### src/rtl/fmg_pkg.sv
package fmg_pkg;

    localparam int DW   = 32;
    localparam int NREG = 8;
    localparam int RW   = $clog2(NREG);

    typedef logic [DW-1:0] word_t;
    typedef logic [RW-1:0] ridx_t;

    typedef enum logic [2:0] {
        OP_NOP = 3'd0,
        OP_LDI = 3'd1,
        OP_MPY = 3'd2,
        OP_ADD = 3'd3,
        OP_SUB = 3'd4,
        OP_MAC = 3'd5,
        OP_CVT = 3'd6,
        OP_MOV = 3'd7
    } op_e;

    // One in-flight two-cycle result
    typedef struct packed {
        logic  vld;
        logic  lost;
        ridx_t dst;
        word_t data;
    } pend_t;

    function automatic logic is_two_cycle(op_e op);
        return (op == OP_MPY) || (op == OP_ADD) || (op == OP_SUB) || (op == OP_MAC);
    endfunction

    function automatic logic is_single_write(op_e op);
        return (op == OP_LDI) || (op == OP_CVT);
    endfunction

    // Stand-in arithmetic: deterministic integer functions
    function automatic word_t arith(op_e op, word_t a, word_t b, word_t d);
        word_t r;
        case (op)
            OP_MPY:  r = a * b;
            OP_ADD:  r = a + b;
            OP_SUB:  r = a - b;
            OP_MAC:  r = (a * b) + d;
            OP_CVT:  r = ~a;
            default: r = '0;
        endcase
        return r;
    endfunction

endpackage

### src/rtl/fmg_regfile.sv
module fmg_regfile
    import fmg_pkg::*;
#(
    parameter int NRD = 3
) (
    input  logic              clk,
    input  logic              rst,
    input  logic              cmt_we,
    input  ridx_t             cmt_idx,
    input  word_t             cmt_data,
    input  logic              iss_we,
    input  ridx_t             iss_idx,
    input  word_t             iss_data,
    input  ridx_t [NRD-1:0]   rd_idx,
    output word_t [NRD-1:0]   rd_val
);

    word_t mem [NREG];

    // Issue-time write is placed last so it overrides a same-edge commit
    always_ff @(posedge clk) begin
        if (rst) begin
            for (int i = 0; i < NREG; i++) mem[i] <= '0;
        end else begin
            if (cmt_we) mem[cmt_idx] <= cmt_data;
            if (iss_we) mem[iss_idx] <= iss_data;
        end
    end

    generate
        for (genvar p = 0; p < NRD; p++) begin : g_rd
            assign rd_val[p] = mem[rd_idx[p]];
        end
    endgenerate

endmodule

### src/rtl/fmg_tracker.sv
module fmg_tracker
    import fmg_pkg::*;
#(
    parameter int DEPTH = 3
) (
    input  logic               clk,
    input  logic               rst,
    input  logic               stall,
    input  logic               push,
    input  ridx_t              push_dst,
    input  word_t              push_data,
    output pend_t [DEPTH-1:0]  slots,
    output logic               cmt_we,
    output ridx_t              cmt_idx,
    output word_t              cmt_data
);

    localparam int LAST = DEPTH - 1;

    pend_t [DEPTH-1:0] slot_q;

    always_ff @(posedge clk) begin
        if (rst) begin
            slot_q <= '0;
        end else if (!stall) begin
            slot_q[0] <= push ? '{vld: 1'b1, lost: 1'b0, dst: push_dst, data: push_data}
                              : '0;
            for (int k = 1; k < DEPTH; k++) slot_q[k] <= slot_q[k-1];
        end else if (slot_q[LAST].vld) begin
            // stall while in the forwarding stage: forward is lost
            slot_q[LAST].lost <= 1'b1;
        end
    end

    assign slots    = slot_q;
    assign cmt_we   = !stall && slot_q[LAST].vld;
    assign cmt_idx  = slot_q[LAST].dst;
    assign cmt_data = slot_q[LAST].data;

endmodule

### src/rtl/fmg_fwd.sv
module fmg_fwd
    import fmg_pkg::*;
#(
    parameter int DEPTH      = 3,
    parameter bit LOST_AWARE = 1'b0
) (
    input  pend_t [DEPTH-1:0] slots,
    input  ridx_t             idx,
    input  word_t             rf_val,
    output word_t             val
);

    logic [DEPTH-1:0] match;

    generate
        for (genvar k = 0; k < DEPTH; k++) begin : g_m
            assign match[k] = slots[k].vld && (slots[k].dst == idx);
        end
    endgenerate

    // Oldest first, so the youngest match is applied last
    always_comb begin
        val = rf_val;
        for (int k = DEPTH - 1; k >= 0; k--) begin
            if (match[k]) val = (LOST_AWARE && slots[k].lost) ? rf_val : slots[k].data;
        end
    end

endmodule

### src/rtl/fmg_hazard.sv
module fmg_hazard
    import fmg_pkg::*;
#(
    parameter int DEPTH = 3
) (
    input  pend_t [DEPTH-1:0] slots,
    input  logic              in_valid,
    input  op_e               op,
    input  logic              to_cpu,
    input  ridx_t             src,
    input  logic              lock_en,
    output logic              hazard,
    output logic              hold
);

    logic [DEPTH-1:0] conflict;

    generate
        for (genvar k = 0; k < DEPTH; k++) begin : g_c
            assign conflict[k] = slots[k].vld && (slots[k].dst == src);
        end
    endgenerate

    assign hazard = in_valid && (op == OP_MOV) && to_cpu && (|conflict);
    assign hold   = hazard && lock_en;

endmodule

### src/rtl/fmg_interlock.sv
module fmg_interlock
    import fmg_pkg::*;
#(
    parameter int DEPTH = 3
) (
    input  logic        clk,
    input  logic        rst,
    input  logic        lock_en,
    input  logic        stall,
    input  logic        in_valid,
    input  logic [2:0]  in_op,
    input  logic [2:0]  in_dst,
    input  logic [2:0]  in_src_a,
    input  logic [2:0]  in_src_b,
    input  logic        in_to_cpu,
    input  logic [31:0] in_imm,
    output logic        issue_hold,
    output logic        hazard,
    output logic        rd_valid,
    output logic        rd_to_cpu,
    output logic [2:0]  rd_dst,
    output logic [31:0] rd_data
);

    localparam int NRD = 3;

    op_e               op;
    logic              issue;
    pend_t [DEPTH-1:0] slots;
    logic              cmt_we;
    ridx_t             cmt_idx;
    word_t             cmt_data;
    ridx_t [NRD-1:0]   rf_idx;
    word_t [NRD-1:0]   rf_val;
    word_t             va, vb, vd, vcpu, result;

    assign op    = op_e'(in_op);
    assign issue = in_valid && !stall && !issue_hold;

    assign rf_idx[0] = in_src_a;
    assign rf_idx[1] = in_src_b;
    assign rf_idx[2] = in_dst;

    fmg_regfile #(.NRD(NRD)) u_rf (
        .clk      (clk),
        .rst      (rst),
        .cmt_we   (cmt_we),
        .cmt_idx  (cmt_idx),
        .cmt_data (cmt_data),
        .iss_we   (issue && is_single_write(op)),
        .iss_idx  (in_dst),
        .iss_data ((op == OP_LDI) ? in_imm : result),
        .rd_idx   (rf_idx),
        .rd_val   (rf_val)
    );

    fmg_tracker #(.DEPTH(DEPTH)) u_trk (
        .clk       (clk),
        .rst       (rst),
        .stall     (stall),
        .push      (issue && is_two_cycle(op)),
        .push_dst  (in_dst),
        .push_data (result),
        .slots     (slots),
        .cmt_we    (cmt_we),
        .cmt_idx   (cmt_idx),
        .cmt_data  (cmt_data)
    );

    fmg_fwd #(.DEPTH(DEPTH), .LOST_AWARE(1'b0)) u_fwd_a (
        .slots(slots), .idx(in_src_a), .rf_val(rf_val[0]), .val(va));
    fmg_fwd #(.DEPTH(DEPTH), .LOST_AWARE(1'b0)) u_fwd_b (
        .slots(slots), .idx(in_src_b), .rf_val(rf_val[1]), .val(vb));
    fmg_fwd #(.DEPTH(DEPTH), .LOST_AWARE(1'b0)) u_fwd_d (
        .slots(slots), .idx(in_dst),   .rf_val(rf_val[2]), .val(vd));
    fmg_fwd #(.DEPTH(DEPTH), .LOST_AWARE(1'b1)) u_fwd_cpu (
        .slots(slots), .idx(in_src_a), .rf_val(rf_val[0]), .val(vcpu));

    assign result = arith(op, va, vb, vd);

    fmg_hazard #(.DEPTH(DEPTH)) u_haz (
        .slots    (slots),
        .in_valid (in_valid),
        .op       (op),
        .to_cpu   (in_to_cpu),
        .src      (in_src_a),
        .lock_en  (lock_en),
        .hazard   (hazard),
        .hold     (issue_hold)
    );

    always_ff @(posedge clk) begin
        if (rst) begin
            rd_valid  <= 1'b0;
            rd_to_cpu <= 1'b0;
            rd_dst    <= '0;
            rd_data   <= '0;
        end else begin
            rd_valid <= issue && (op == OP_MOV);
            if (issue && (op == OP_MOV)) begin
                rd_to_cpu <= in_to_cpu;
                rd_dst    <= in_dst;
                rd_data   <= in_to_cpu ? vcpu : va;
            end
        end
    end

endmodule

### config.mk
export PLATFORM = sky130hd
export DESIGN_NAME = fmg_interlock
export DESIGN_NICKNAME = d
export VERILOG_FILES = /design/src/rtl/fmg_pkg.sv /design/src/rtl/fmg_regfile.sv /design/src/rtl/fmg_tracker.sv /design/src/rtl/fmg_fwd.sv /design/src/rtl/fmg_hazard.sv /design/src/rtl/fmg_interlock.sv
export SDC_FILE = /design/constraint.sdc
export NUM_CORES = 2
export LEC_CHECK = 0
export BUFFER_PORTS_ARGS = -buffer_cell sky130_fd_sc_hd__buf_2
export CAP_MARGIN = 20
export CORE_UTILIZATION = 45
export CTS_CLUSTER_DIAMETER = 200
export CTS_CLUSTER_SIZE = 14
export DETAILED_ROUTE_END_ITERATION = 8
export SYNTH_ARGS = -nofsm -noshare
export SYNTH_HDL_FRONTEND = slang
export SYNTH_SLANG_ARGS = --single-unit
### constraint.sdc
create_clock -name clk -period 13 [get_ports clk]
set_input_delay 0.65 -clock clk [delete_from_list [all_inputs] [get_ports clk]]
set_output_delay 0.65 -clock clk [all_outputs]
set_load 0.03 [all_outputs]
==> results.md <==
- Synth Net Count: 5631
- Critical Path RT: 13.29 ns
- Cts repair resizes: 0
- Cell mode on critical path: fa_1
- Hold Buf Count CTS: 0
- Startpoint class of the critical path: flop
- Design area: 47900 um2
- Slew HR: 18.5%
- Reg clk slew, reported paths: 0.07 ns
- CTS Buf Count: 34
- Largest net degree at the start of global routing: 65
- Num ports: 89
- Clk Latency, worst-skew pair: 0.59 ns
- CP max-delay cell: o21a_1
- Non-filler cells, final: 6217
- Hold_ws: 0.459 ns
- Tcrit/Tclk final: 92.9%
- Top cells by area, synth: fa_1 18%, edfxtp_1 17%, dfxtp_1 6.5%, mux4_2 6.4%, ha_1 5.2%
- DR vias: 40397
- Post-synth top cells: 498 x nor2_1, 490 x inv_1, 425 x nand2_1, 409 x fa_1, 384 x o21ai_0
- First-pass GRT wire length: 262000 um
- Finish-stage setup viols: 0
- Worst Tran Pin Value: 1.21 ns
- Final HPWL DP: 131000 um
- CTS tree: yes
- Synth async-reset ratio: 0%
- Drt drc: 0
- Routed WL per cell: 28.9 um
- Initial Util: 45.5%
- Vias in the first global route: 39767
- Final GP Congestion: 1.02
- Crit path DAT: 12.36 ns
- Fraction of layout instances using a drive strength above 1: 11.1%
- DR vias/cell: 6.50
- Port Buffer Count: 88
- Fmax: 82.8 MHz
- Fin. Hold Viols: 0
- Setup Skew: 0.0353 ns
- Antenna violations before repair: 6
- Top_reg_cell synth: edfxtp_1
- Critical path class: flop to flop
- Syn-to-layout area delta: 7.06%
- Critical Path Sink Type: flop
- Cell total after placement: 6156
- DRT Wirelength: 180000 um
- Mapped Cells: 4986
- # nets final: 5552
- Top-count cell post-synth: nor2_1
- Mean Syn Cell Area: 8.97 um2
- Area after DPL: 46900 um2
- Synth warnings: 0
- Synthesized cell area: 44700 um2
- Post-synth cell types: 84
- Sequential area share after synthesis: 23.7%
- Worst min path class: flop to flop
- Row cnt: 115
- Slowest cell delay on critical path: 0.81 ns
- Drt pass-1 iters: 7
- Outcome: complete, no violations
- Synth Register Bits: 402
- Global Route Usage Sum: 35.5%
- Area leader, netlist: fa_1
- Die H: 317 um
- Setup TNS: 0 ns
- Tmin final: 12.08 ns
- RSZ-0062 raised after global routing: no
- Pins Over Slew Limit: 0
- Max-Cap Viols: 0
- DRT antenna net count: 0
- Setup Fix Bufs, Post-CTS: 0
- DR iter-0 viols: 4914
- Die W: 317 um
- Clock root buffer: clkbuf_16
- CP Max Fanout: 13
- EDFF count, synth: 256
- Core box area: 98400 um2
- Die area: 101000 um2
- H-tree levels: 2
- Largest buffer count on any clock path: 3
- Post-synth top area share: 18.3%
- Total gr overflow: 0
- Clk sinks: 402
placed cells by master (no fill, tap or decap), types with 128 or more instances in the layout:
cell type and count:
mux2i_1 157, nor2_1 489, edfxtp_1 256, inv_1 490, fa_1 409, nand2_1 425, dfxtp_1 146, a21oi_1 223
xnor2_1 135, nand3_1 280, ha_1 186, mux4_2 128, buf_4 190, o21ai_0 379
registers in the layout, summed over array words and instances, names as in the netlist:
name            cells
u_trk.cmt_idx       3
rd_dst              3
u_trk.cmt_data     32
rd_valid            1
u_rf.mem          256
rd_to_cpu           1
u_trk.slots        74
rd_data            32
cell type report:
class                           instances  area, um2
Antenna cell                            1       2.50
Clock buffer                           55        951
Clock inverter                          3       62.6
Fill cell                            9455      50500
Inverter                              497       1870
Multi-Input combinational cell       3695      30900
Sequential cell                       402      10600
Tap cell                             1287       1610
Timing Repair Buffer                  277       1920
worst max-delay path: cells and delay by family, from the launching register on:
kind                       cells  cell delay (ns)
muxes                          1             0.33
DFF                            1             0.62
adders and majority gates     10             4.31
and+or+nand+nor                5             1.01
AOI/OAI and AO/OA             19             4.78
xor gates and xnor gates       2             0.61
buffers and inverters          2             0.09
cell families after synthesis:
group	share of synthesized area, %
buf+inv	7.69
mux	10.8
xor+xnor	3.94
flops	23.7
fa+ha+maj	23.5
compound gates	16.0
simple gates	14.4
through the flow:
| step | util (%) | setup WS, ns |
|---|---|---|
| global placement | 47.6 | 0.787 |
| finish | 48.7 | 0.923 |
| floorplan | - | 1.49 |
| CTS | 48.6 | 1.16 |
| detailed placement | 47.6 | 0.614 |
| global route | 48.7 | 0.314 |
path summary, 6_finish.rpt:
check                                            endpoint  slack, ns                          start  depth (start not counted)
worst max register to register  u_rf.mem[0][31]$_DFFE_PP_       0.92  u_trk.cmt_idx[1]$_SDFFE_PP0N_                         39
worst min-delay path               rd_dst[0]$_SDFFE_PP0P_       0.46         rd_dst[0]$_SDFFE_PP0P_                          2
worst max-delay path            u_rf.mem[0][31]$_DFFE_PP_       0.92  u_trk.cmt_idx[1]$_SDFFE_PP0N_                         39
worst min register to register     rd_dst[0]$_SDFFE_PP0P_       0.46         rd_dst[0]$_SDFFE_PP0P_                          2
routing by layer:
metal / vias up / wire [um] / track usage, %
met5: - / 35 / 0
met4: 6 / 12200 / 20.8
li1: 17216 / - / -
met2: 2706 / 80200 / 55.8
met3: 615 / 19500 / 7.37
met1: 19854 / 67900 / 45.3
Power is not shown: default switching activity piles up to over one toggle a cycle in this logic, so the estimate is an artifact.
